### config.mk
export PLATFORM = sky130hd
export DESIGN_NAME = ras_array
export DESIGN_NICKNAME = d
export VERILOG_FILES = /design/src/rtl/ras_pkg.sv /design/src/rtl/ras_addr_sr.sv /design/src/rtl/ras_line_dec.sv /design/src/rtl/ras_cell_array.sv /design/src/rtl/ras_read_port.sv /design/src/rtl/ras_array.sv
export SDC_FILE = /design/constraint.sdc
export NUM_CORES = 1
export LEC_CHECK = 0
export ABC_AREA = 1
export BUFFER_PORTS_ARGS = -buffer_cell sky130_fd_sc_hd__buf_4
export CAP_MARGIN = 20
export CORE_MARGIN = 8
export CORE_UTILIZATION = 25
export DETAILED_ROUTE_END_ITERATION = 8
export PLACE_DENSITY = 0.43
export SYNTH_ARGS = -nofsm -noshare
export SYNTH_HDL_FRONTEND = slang
export SYNTH_HIERARCHICAL = 1
export SYNTH_SLANG_ARGS = --single-unit
### constraint.sdc
create_clock -name clk -period 1.1 [get_ports clk]
set_clock_uncertainty 0.15 [all_clocks]
set_input_delay 0.055 -clock clk [delete_from_list [all_inputs] [get_ports clk]]
set_output_delay 0.055 -clock clk [all_outputs]
set_load 0.05 [all_outputs]
### src/rtl/ras_pkg.sv
package ras_pkg;

  typedef enum logic [1:0] {
    OP_HOLD    = 2'd0,
    OP_CAPTURE = 2'd1,
    OP_WRITE   = 2'd2
  } ras_op_e;

  function automatic ras_op_e ras_decode_op(input logic test_mode,
                                            input logic scan_wr,
                                            input logic capture);
    if (test_mode) return scan_wr ? OP_WRITE : OP_HOLD;
    else           return capture ? OP_CAPTURE : OP_HOLD;
  endfunction

endpackage

### src/rtl/ras_addr_sr.sv
module ras_addr_sr #(
  parameter int ADDR_W = 4
) (
  input  logic              clk,
  input  logic              rst_n,
  input  logic              shift_en,
  input  logic              serial_in,
  output logic [ADDR_W-1:0] addr_q
);

  logic [ADDR_W-1:0] addr_d;

  always_comb begin
    addr_d = addr_q;
    if (shift_en) addr_d = {addr_q[ADDR_W-2:0], serial_in};
  end

  always_ff @(posedge clk or negedge rst_n) begin
    if (!rst_n) addr_q <= '0;
    else        addr_q <= addr_d;
  end

  assert_addr_shift_R2: assert property (@(posedge clk) disable iff (!rst_n)
    shift_en |=> (addr_q[0] == $past(serial_in)) &&
                 (addr_q[ADDR_W-1:1] == $past(addr_q[ADDR_W-2:0])));

  assert_addr_hold_R3: assert property (@(posedge clk) disable iff (!rst_n)
    !shift_en |=> $stable(addr_q));

endmodule

### src/rtl/ras_line_dec.sv
module ras_line_dec #(
  parameter int IN_W  = 2,
  parameter int OUT_N = 4
) (
  input  logic [IN_W-1:0]  code,
  output logic [OUT_N-1:0] sel
);

  for (genvar i = 0; i < OUT_N; i++) begin : g_line
    assign sel[i] = (code == IN_W'(i));
  end

endmodule

### src/rtl/ras_cell_array.sv
module ras_cell_array
  import ras_pkg::*;
#(
  parameter int NUM_ROWS = 4,
  parameter int NUM_COLS = 4,
  localparam int NUM_CELLS = NUM_ROWS * NUM_COLS
) (
  input  logic                 clk,
  input  logic                 rst_n,
  input  ras_op_e              op,
  input  logic [NUM_ROWS-1:0]  row_sel,
  input  logic [NUM_COLS-1:0]  col_sel,
  input  logic                 wr_data,
  input  logic [NUM_CELLS-1:0] par_d,
  output logic [NUM_CELLS-1:0] cell_sel,
  output logic [NUM_CELLS-1:0] cell_q
);

  logic [NUM_CELLS-1:0] cell_we;
  logic [NUM_CELLS-1:0] cell_d;

  for (genvar r = 0; r < NUM_ROWS; r++) begin : g_row
    for (genvar c = 0; c < NUM_COLS; c++) begin : g_col
      localparam int IDX = r * NUM_COLS + c;
      assign cell_sel[IDX] = row_sel[r] & col_sel[c];
      assign cell_we[IDX]  = cell_sel[IDX] & (op == OP_WRITE);

      always_comb begin
        cell_d[IDX] = cell_q[IDX];
        if (op == OP_CAPTURE)  cell_d[IDX] = par_d[IDX];
        else if (cell_we[IDX]) cell_d[IDX] = wr_data;
      end
    end
  end

  always_ff @(posedge clk or negedge rst_n) begin
    if (!rst_n) cell_q <= '0;
    else        cell_q <= cell_d;
  end

  assert_single_enable_R4: assert property (@(posedge clk) disable iff (!rst_n)
    $onehot0(cell_we));

  assert_write_one_cell_R5: assert property (@(posedge clk) disable iff (!rst_n)
    (op == OP_WRITE) |=> ($countones(cell_q ^ $past(cell_q)) <= 1));

  assert_capture_all_R7: assert property (@(posedge clk) disable iff (!rst_n)
    (op == OP_CAPTURE) |=> (cell_q == $past(par_d)));

  assert_hold_cells_R8: assert property (@(posedge clk) disable iff (!rst_n)
    (op == OP_HOLD) |=> $stable(cell_q));

endmodule

### src/rtl/ras_read_port.sv
module ras_read_port #(
  parameter int NUM_CELLS = 16
) (
  input  logic                 clk,
  input  logic                 rst_n,
  input  logic [NUM_CELLS-1:0] cell_sel,
  input  logic [NUM_CELLS-1:0] cell_q,
  output logic                 rd_q
);

  logic rd_d;

  always_comb rd_d = |(cell_sel & cell_q);

  always_ff @(posedge clk or negedge rst_n) begin
    if (!rst_n) rd_q <= 1'b0;
    else        rd_q <= rd_d;
  end

endmodule

### src/rtl/ras_array.sv
module ras_array
  import ras_pkg::*;
#(
  parameter int ROW_BITS = 2,
  parameter int COL_BITS = 2,
  localparam int ADDR_W    = ROW_BITS + COL_BITS,
  localparam int NUM_ROWS  = 1 << ROW_BITS,
  localparam int NUM_COLS  = 1 << COL_BITS,
  localparam int NUM_CELLS = NUM_ROWS * NUM_COLS
) (
  input  logic                 clk,
  input  logic                 rst_n,
  input  logic                 test_mode,
  input  logic                 addr_shift,
  input  logic                 addr_si,
  input  logic                 scan_wr,
  input  logic                 scan_di,
  output logic                 scan_do,
  input  logic                 capture,
  input  logic [NUM_CELLS-1:0] next_state,
  output logic [NUM_CELLS-1:0] state_q
);

  logic [1:0]           rst_sync;
  logic                 rst_int_n;
  logic [ADDR_W-1:0]    addr_q;
  logic [NUM_ROWS-1:0]  row_sel;
  logic [NUM_COLS-1:0]  col_sel;
  logic [NUM_CELLS-1:0] cell_sel;
  ras_op_e              op;

  always_ff @(posedge clk or negedge rst_n) begin
    if (!rst_n) rst_sync <= 2'b00;
    else        rst_sync <= {rst_sync[0], 1'b1};
  end
  assign rst_int_n = rst_sync[1];

  assign op = ras_decode_op(test_mode, scan_wr, capture);

  ras_addr_sr #(.ADDR_W(ADDR_W)) u_addr (
    .clk       (clk),
    .rst_n     (rst_int_n),
    .shift_en  (test_mode & addr_shift),
    .serial_in (addr_si),
    .addr_q    (addr_q)
  );

  ras_line_dec #(.IN_W(ROW_BITS), .OUT_N(NUM_ROWS)) u_row_dec (
    .code (addr_q[ADDR_W-1:COL_BITS]),
    .sel  (row_sel)
  );

  ras_line_dec #(.IN_W(COL_BITS), .OUT_N(NUM_COLS)) u_col_dec (
    .code (addr_q[COL_BITS-1:0]),
    .sel  (col_sel)
  );

  ras_cell_array #(.NUM_ROWS(NUM_ROWS), .NUM_COLS(NUM_COLS)) u_cells (
    .clk      (clk),
    .rst_n    (rst_int_n),
    .op       (op),
    .row_sel  (row_sel),
    .col_sel  (col_sel),
    .wr_data  (scan_di),
    .par_d    (next_state),
    .cell_sel (cell_sel),
    .cell_q   (state_q)
  );

  ras_read_port #(.NUM_CELLS(NUM_CELLS)) u_read (
    .clk      (clk),
    .rst_n    (rst_int_n),
    .cell_sel (cell_sel),
    .cell_q   (state_q),
    .rd_q     (scan_do)
  );

  assert_read_follows_R6: assert property (@(posedge clk) disable iff (!rst_int_n)
    1'b1 |=> (scan_do == $past(state_q[addr_q])));

  assert_reset_state_R1: assert property (@(posedge clk)
    !rst_int_n |-> (state_q == '0) && !scan_do);

endmodule

Word level (Yosys, flattened, before mapping)
Cells that the tools add are included.
{"block": "op_classes", "muxes": 35, "n_mul": 0, "order_cmp": 0, "div_mod_pow": 0, "shift": 0, "add_sub_neg": 0, "n_eq_ne": 8, "bitwise_logic": 34, "n_reduce_logical": 19}
{"op": "1-bit bitwise AND", "n": 33}
{"op": "1-bit two-way mux", "n": 33}
{"op": "2-bit nonzero test", "n": 16}
{"op": "16-bit bitwise AND", "n": 1}
{"op": "16-bit OR reduction", "n": 1}
{"op": "2-bit == test (second input constant)", "n": 5}
{"op": "2-bit by 1-bit == test with 1-bit output (second input constant)", "n": 3}
{"op": "2-bit logical NOT", "n": 2}
{"op": "2-bit two-way mux", "n": 2}
{"block": "word_totals", "register_bits": 23, "latch_bits": 0, "word_cells": 115, "memories": 0, "output_inout_bits": 17, "mem_bits_rw": 0, "mem_bits_ro": 0, "inputBits": 24}

Logic depth before layout (Yosys ltp)
Gate-level depths: netlist of run 1.
{"block": "logic_depth", "word_depth": 6, "mapped_depth": 10}

By module
Netlist of run 1, hierarchy kept.
{"module": "ras_cell_array", "instances": 1, "area_per_inst_um2": 1122.3, "cells_each": 172}
{"module": "ras_read_port", "instances": 1, "area_per_inst_um2": 158.9, "cells_each": 36}
{"module": "ras_addr_sr", "instances": 1, "area_per_inst_um2": 148.9, "cells_each": 17}
{"module": "ras_array", "instances": 1, "area_per_inst_um2": 76.3, "cells_each": 9}
{"module": "ras_line_dec", "instances": 2, "area_per_inst_um2": 26.3, "cells_each": 7}

Least setup slack after synthesis of run 1
Ideal clock, no wire load.
{"block": "synth_timing", "kind": "reg-to-reg", "from": "register u_addr.addr_q[2]", "to": "register u_read.rd_q", "path_buffers": 0, "setup_slack_ns": -0.140, "setup_ns": 0.065, "stages_incl_launch_ff": 11, "t_arrival_ns": 1.025, "required_time_ns": 0.885, "period_less_slack_ns": 1.240, "path_cell_list": "dfrtp_1 > inv_1 > nor2_1 > nand2_1 > inv_1 > nand2_1 > nand2_1 > inv_1 > nand2_1 > nor2_1 > nand2_1"}
{"block": "synth_between", "elab_chain_len": 4, "elab_cells_between_ends": 22, "classes_between": "eq/ne (3); bitwise (17); reduce/logical (2)"}
{"element": "start: declaration", "line_no": "ras_addr_sr.sv:8", "rtl": "output logic [ADDR_W-1:0] addr_q"}
{"element": "start signal: assignment", "line_no": "ras_addr_sr.sv:20", "rtl": "else addr_q <= addr_d;"}
{"element": "2-bit by 1-bit == test with 1-bit output", "line_no": "ras_line_dec.sv:10", "rtl": "assign sel[i] = (code == IN_W'(i));"}
{"element": "net row_sel[1]", "line_no": "ras_array.sv:27", "rtl": "logic [NUM_ROWS-1:0] row_sel;"}
{"element": "1-bit bitwise AND", "line_no": "ras_cell_array.sv:25", "rtl": "assign cell_sel[IDX] = row_sel[r] & col_sel[c];"}
{"element": "net cell_sel[6]", "line_no": "ras_array.sv:29", "rtl": "logic [NUM_CELLS-1:0] cell_sel;"}
{"element": "16-bit bitwise AND", "line_no": "ras_read_port.sv:13", "rtl": "always_comb rd_d = |(cell_sel & cell_q);"}
{"element": "16-bit OR reduction", "line_no": "ras_read_port.sv:13"}
{"element": "net u_read.rd_d", "line_no": "ras_read_port.sv:11", "rtl": "logic rd_d;"}
{"element": "end signal: assignment", "line_no": "ras_read_port.sv:17", "rtl": "else rd_q <= rd_d;"}
{"element": "end: declaration", "line_no": "ras_read_port.sv:8", "rtl": "output logic rd_q"}
The timed path passes the listed nets, and every way through them passes these cells.
A chain may end at the register's enable or synchronous reset.

Worst setup path after layout of run 1
{"block": "layout_timing", "from": "register u_addr.addr_q[2]", "to": "register u_read.rd_q"}
{"block": "layout_between", "elab_chain_len": 4, "elab_cells_between_ends": 22, "classes_between": "eq/ne (3); bitwise (17); reduce/logical (2)"}
{"element": "2-bit == test", "line_no": "ras_line_dec.sv:10"}
{"element": "net row_sel[3]", "line_no": "ras_array.sv:27"}
{"element": "1-bit bitwise AND", "line_no": "ras_cell_array.sv:25"}
{"element": "net cell_sel[15]", "line_no": "ras_array.sv:29"}
{"element": "16-bit bitwise AND", "line_no": "ras_read_port.sv:13"}
{"element": "16-bit OR reduction", "line_no": "ras_read_port.sv:13"}
{"element": "net u_read.rd_d", "line_no": "ras_read_port.sv:11"}
The timed path passes the listed nets, and every way through them passes these cells.

==> results.json, run 1 <==
{
  "port_buffers": 40,
  "wire_per_inst_um": 11.7,
  "path_buf_inv": 3,
  "dieArea_um2": 9020,
  "grt_max_degree": 22,
  "hpwl_um": 3660,
  "hold_start": "addr_shift",
  "drt_iter0_markers": 43,
  "synth_area_leaders": "dfrtp_1 (37%), nand2_1 (31%), nand3_1 (10%)",
  "multi_input_area_um2": 917,
  "via_per_inst": 4.19,
  "r2r_end": "u_read/rd_q$_DFF_PN0_",
  "yosys_register_bits": 23,
  "cts_root_buffer": "clkbuf_8",
  "ios": 41,
  "syn-instance-count": 248,
  "area_delta_synth_final_pct": 71.4,
  "gp_congestion": 0.834,
  "drv_slew": 0,
  "period_minus_slack_ns": 1.36,
  "critPathRequiredTime_ns": 1.12,
  "met2_usage_pct": 20.4,
  "route.detailed.drc": 0,
  "initial_utilization_pct": 26.0,
  "yosysTopAreaCell": "dfrtp_1",
  "grt_pass1_vias": 1695,
  "seqCellArea_um2": 581,
  "min_to": "u_addr/addr_q[2]$_DFFE_PN0P_",
  "cts_tree": "yes",
  "rsz0062_at_grt": "yes",
  "dr.pass1.iters": 5,
  "vias": 1733,
  "cp-startpoint": "u_addr/addr_q[2]$_DFFE_PN0P_",
  "grtUsageMet1_pct": 13.8,
  "outcome": "finished with violations",
  "grt_pass1_wl_um": 8160,
  "ys_top_cells_by_count": "nand2_1 (128), nand3_1 (32), inv_1 (31)",
  "htree_levels": 1,
  "cts_sinks": 23,
  "hold_violations": 0,
  "path_max_fanout": 5,
  "n_fill_cell": 640,
  "drive_gt1_share_pct": 43.7,
  "rr_startpoint": "u_addr/addr_q[2]$_DFFE_PN0P_",
  "syn_area_per_cell_um2": 6.29,
  "whs_ns": 0.0182,
  "syn-cell-area_um2": 1560,
  "synth.most_common_cell": "nand2_1",
  "max-clock-path-buffers": 2,
  "cpPeakStageDelay_ns": 0.49,
  "crit_slowest_cell": "dfrtp_2",
  "path_cells": "nand2_2 > inv_4 > nand2_2 > inv_2 > nand2_2 > nand2_1 > inv_1 > nand2_1 > nor2_1 > nand2_1",
  "arrival_ns": 1.37,
  "die_x_um": 95.0,
  "yosys_warnings": 6,
  "finalSetupTns_ns": -2.73,
  "fin_crit_sh_pct": 123,
  "grt-ovfl-total": 0,
  "maxCapViolCount": 0,
  "fmax_mhz": 738,
  "synth.top_cell.area_share_pct": 36.9,
  "grt.total_usage_pct": 11.4,
  "synth-seq-area-share_pct": 36.9,
  "clk_latency_ns": 0.27,
  "insertedDiodeCount": 0,
  "critPathTopFamily": "flip-flops",
  "finalSetupViolCount": 24,
  "vdd_drop_max_uv": 619,
  "busiest_layer": "met2",
  "hold_path_class": "in -> reg",
  "synth_edf_count": 0,
  "routed_wirelength_um": 4850,
  "report.power.total_w": 0.00356,
  "antenna_found_initial": 0,
  "p_leak_nw": 1.53,
  "met3_usage_pct": 2.78,
  "hold_depth": 5,
  "final_nets": 364,
  "cts_buffers": 3,
  "synth_ff_type": "dfrtp_1",
  "violations": "setup timing",
  "setup_ws_ns": -0.256,
  "critPathLaunchType": "register",
  "power_density_nw_per_um2": 1330,
  "end_kind": "register",
  "rows": 28,
  "yosysUniqueCellTypes": 15,
  "worstRegToRegCells": 10,
  "crit_type": "reg -> reg",
  "syn_nets": 272,
  "cts.clk_slew.worst_paths_ns": 0.09,
  "utilization_pct": 44.6,
  "detail-route-antenna-nets": 0,
  "r2r_slack_ns": -0.26,
  "core_um2": 5990,
  "die_h_um": 95.0,
  "async_reset_ff_share_pct": 100
}
==> worst min-delay path, cell delays in order <==
cell	delay, ns
buf_4	0.10
nand2_1	0.06
inv_1	0.08
nand2_2	0.08
nand2_1	0.04
==> where the power goes <==
group / internal [W] / total, W / switching [W]
registers: 0.00100 / 0.00118 / 0.000180
logic: 0.000827 / 0.00184 / 0.00101
clock network: 0.000253 / 0.000544 / 0.000291
==> kinds of logic after synthesis <==
logic type | synth area share (%)
and+or+nand+nor | 50.4
other | 0.241
buffers and inverters | 12.4
DFF | 36.9
==> worst max path at each step <==
stage | to | slack, ns | cells after the start
after floorplan | u_read/rd_q$_DFF_PN0_ | -0.14 | 9
after global placement | u_read/rd_q$_DFF_PN0_ | -0.36 | 9
after detailed placement | u_read/rd_q$_DFF_PN0_ | -0.35 | 9
after CTS | u_read/rd_q$_DFF_PN0_ | -0.26 | 10
after global routing | u_read/rd_q$_DFF_PN0_ | -0.36 | 10
final | u_read/rd_q$_DFF_PN0_ | -0.26 | 10
==> metal layers <==
layer	part of all wire [%]	vias up
met5	0	-
met4	0.87	0
met3	4.7	4
met2	49	29
met1	45	780
li1	-	920
==> per-stage QoR <==
stage | worst slack [ns] | cell area, um^2 | std cells
2_1_floorplan | -0.137 | 1570 | 248
3_3_place_gp | -0.361 | 2100 | 379
3_5_place_dp | -0.347 | 2100 | 379
4_1_cts | -0.256 | 2580 | 413
5_1_grt | -0.358 | 2670 | 414
6_report | -0.256 | 2670 | 414
==> flip-flops by register name, summed over array words and instances (netlist names) <==
register        cells
u_cells/cell_q     16
u_addr/addr_q       4
rst_sync            2
u_read/rd_q         1
==> timing repair <==
action | CTS | global route
hold buffers | 19 | 0
pin swaps | 19 | 15
resized for setup | 58 | 32
setup buffers | 12 | 2
endpoints found under the hold margin | 19 | 0
setup endpoints to repair | 29 | 35
==> cell usage in the layout, fill, tap and decap left out, drive strengths merged <==
cell / Yosys / layout
inv: 33 / 33
nand3: 32 / 32
nand4: 1 / 1
clkbuf: 0 / 3
dlygate4sd3: 0 / 19
conb: 1 / 1
clkinv: 0 / 1
nand2: 140 / 140
buf: 8 / 76
nor2: 10 / 10
dfrtp: 23 / 23
==> final cells by class <==
class / count / share of cell area, %
flip-flops and latches: 23 / 21.7
clock buffers: 3 / 1.54
well taps: 75 / 3.51
inverters: 33 / 4.82
multi-input cells: 184 / 34.3
clock inverters: 1 / 0.187
repair buffers: 95 / 33.9
(Power assumes the default switching activity.)
==> run 2: changes to the inputs <==
Settings changed: ABC_AREA 1 to unset, PLACE_DENSITY 0.43 to 0.44.
==> run 2 against run 1 <==
  * The flow finishes with violations (hold timing, setup timing)
  * Wire length fell by 12%
  * Synthesized cell count fell by 38%
  * Critical path depth fell by 4
  * Via count fell by 16%
  * Setup slack got worse by 0.24 ns
  * Maximum frequency fell by 15%
  * Clock-buffer cell count rose by 1
  * Non-clock buffer count rose by 2
  * Global-route usage rose by 0.078 points
  * First-iteration DRC count rose by 53%
  * Clock power fell by 0.7%
  * Critical endpoint unchanged
  * Largest cell class is now non-clock buffers
==> results.json, run 2 <==
{
  "outcome": "finished with violations",
  "violations": "hold timing, setup timing",
  "route.detailed.drc": 0,
  "yosysTopAreaCell": "dfrtp_1",
  "grt_pass1_vias": 1570,
  "cts_tree": "yes",
  "syn-cell-area_um2": 1300,
  "clkPwrFrac_pct": 13.4,
  "power_density_nw_per_um2": 1690,
  "cts_sinks": 23,
  "ios": 41,
  "place_ws_ns": -0.530,
  "hold_violations": 1,
  "clk_latency_ns": 0.27,
  "die_h_um": 88.1,
  "switching_share_pct": 39.8,
  "async_reset_ff_share_pct": 100,
  "grt_max_degree": 33,
  "core_um2": 5070,
  "critPathLaunchType": "register",
  "final_cell_mix": "buf_4 (44), dfrtp_1 (22), buf_6 (21)",
  "drv_slew": 0,
  "synth_top_family_by_area": "simple AND/OR/NAND/NOR gates",
  "routed_wirelength_um": 4270,
  "utilization_pct": 46.9,
  "finalSetupTns_ns": -5.92,
  "yosysUniqueCellTypes": 22,
  "arrival_ns": 1.59,
  "grt.total_usage_pct": 11.5,
  "syn_nets": 179,
  "seqCellArea_um2": 577,
  "insertedDiodeCount": 0,
  "final_nets": 273,
  "synth.most_common_cell": "dfrtp_1",
  "worstRegToRegCells": 6,
  "synth.top_cell.area_share_pct": 44.2,
  "p_leak_nw": 1.13,
  "hold_start": "scan_di",
  "setup_ws_ns": -0.497,
  "synth_compound_area_share_pct": 21.2,
  "synth_xor_area_share_pct": 0,
  "vdd_drop_max_uv": 565,
  "top_register": "u_cells/cell_q",
  "n_fill_cell": 511,
  "via_per_inst": 4.58,
  "hold_path_class": "in -> reg",
  "maxCapViolCount": 0,
  "critPathRequiredTime_ns": 1.09,
  "grt_pass1_wl_um": 7080,
  "rsz0062_at_grt": "yes",
  "fin_crit_sh_pct": 145,
  "synthAdderAreaFrac_pct": 0,
  "synthMuxAreaShare_pct": 3.46,
  "combPwrFrac_pct": 56.8,
  "max-clock-path-buffers": 2,
  "finalSetupViolCount": 28,
  "grt-ovfl-total": 0,
  "synth_ff_type": "dfrtp_1",
  "switching_power_w": 0.00160,
  "yosys_register_bits": 23,
  "antenna_found_initial": 0,
  "final_common_cell": "buf_4",
  "largest_register_ffs": 16,
  "syn_area_per_cell_um2": 8.40,
  "multi_input_area_um2": 647,
  "synth-seq-area-share_pct": 44.2,
  "r2r_slack_ns": -0.50,
  "synthSimpleGateAreaFrac_pct": 23.0,
  "initial_utilization_pct": 25.6,
  "area_delta_synth_final_pct": 82.8,
  "vias": 1455,
  "crit_type": "reg -> reg",
  "cts_root_buffer": "clkbuf_8",
  "end_kind": "register",
  "rows": 26,
  "cts_buffers": 3,
  "synth_edf_count": 0,
  "whs_ns": -0.00511,
  "hpwl_um": 3170,
  "cts.clk_slew.worst_paths_ns": 0.09,
  "rr_startpoint": "u_addr/addr_q[3]$_DFFE_PN0P_",
  "drt_iter0_markers": 66,
  "dieArea_um2": 7770,
  "p_int_w": 0.00242,
  "drive_gt1_share_pct": 43.5,
  "reg.largest.list": "u_cells/cell_q x16, u_addr/addr_q x4, rst_sync x2",
  "path_max_fanout": 5,
  "fmax_mhz": 626,
  "htree_levels": 1,
  "gp_congestion": 0.782,
  "min_to": "u_cells/cell_q[13]$_DFFE_PN0P_",
  "r2r_end": "u_read/rd_q$_DFF_PN0_",
  "syn-instance-count": 155,
  "yosys_warnings": 6,
  "ys_top_cells_by_count": "dfrtp_1 (23), nor2_1 (18)",
  "die_x_um": 88.1,
  "port_buffers": 40,
  "detail-route-antenna-nets": 0,
  "synth_area_leaders": "dfrtp_1 (44%), a31oi_1 (7.7%), nand3_1 (6.2%)",
  "period_minus_slack_ns": 1.60,
  "p_seq_share_pct": 29.8,
  "dr.pass1.iters": 4,
  "wire_per_inst_um": 13.4,
  "hold_depth": 3
}
-- run 2: changes by cell type after synthesis, sizes merged, moves of 8 or more --
cell	before	now
nor2	10	18
nand2	140	16
o21ai	0	16
nand3	32	16
a31oi	0	16
inv	33	16
-- run 2: layout make-up --
class | count | area share (%)
Sequential cell | 23 | 24.3
Inverter | 16 | 2.52
Clock buffer | 4 | 1.89
Timing Repair Buffer | 97 | 40.5
Multi-Input combinational cell | 108 | 27.2
Tap cell | 70 | 3.68
-- run 2: cells by family (layout without fill, tap and decap cells) --
family,count (synthesis),in the layout
other cells,1,1
compound gates,40,40
mux,4,4
simple gates,63,63
flops,23,23
buf+inv,24,117
-- run 2: through the flow --
step,power [W],std cells,cell area [um^2]
global placement,0.00302,286,1890
floorplan,0.00226,155,1300
CTS,0.00402,317,2340
finish,0.00402,318,2380
global route,0.00426,318,2380
detailed placement,0.00305,286,1890
-- run 2: how the worst max path moves through the flow --
stage | from | depth (start not counted) | end | slack [ns]
2_1_floorplan | u_addr/addr_q[2]$_DFFE_PN0P_ | 6 | u_read/rd_q$_DFF_PN0_ | -0.38
3_5_place_dp | u_addr/addr_q[3]$_DFFE_PN0P_ | 6 | u_read/rd_q$_DFF_PN0_ | -0.53
4_1_cts | u_addr/addr_q[1]$_DFFE_PN0P_ | 6 | u_read/rd_q$_DFF_PN0_ | -0.51
5_1_grt | u_addr/addr_q[3]$_DFFE_PN0P_ | 6 | u_read/rd_q$_DFF_PN0_ | -0.60
3_3_place_gp | u_addr/addr_q[0]$_DFFE_PN0P_ | 6 | u_read/rd_q$_DFF_PN0_ | -0.54
6_report | u_addr/addr_q[3]$_DFFE_PN0P_ | 6 | u_read/rd_q$_DFF_PN0_ | -0.50
-- run 2: layer usage --
metal  up-vias  global-route usage [%]  part of all wire (%)
li1        717                       -                     -
met1       704                    12.6                    41
met2        32                    21.8                    55
met3         2                    2.16                   3.8
met4         0                    2.92                  0.28
met5         -                       0                     0
-- run 2: critical path, cell delays in order (launching register included) --
cell and delay [ns]:
dfrtp_1 0.40, and2b_2 0.27, nand2_2 0.09, inv_2 0.04, a22o_1 0.21, a221oi_2 0.20
nand4_1 0.12
-- run 2: power groups by stage --
stage,combinational [W],clock (W),sequential [W]
6_report,0.00228,0.000540,0.00120
5_1_grt,0.00244,0.000589,0.00123
3_3_place_gp,0.00184,0,0.00119
3_5_place_dp,0.00185,0,0.00119
2_1_floorplan,0.000558,0,0.00171
4_1_cts,0.00225,0.000577,0.00119
-- run 2: repair_timing --
action,in CTS,in global routing
setup endpoints to repair,30,33
buffers inserted,9,1
pin swaps,10,8
hold endpoints to repair,19,0
resized for setup,47,10
hold buffers,19,0
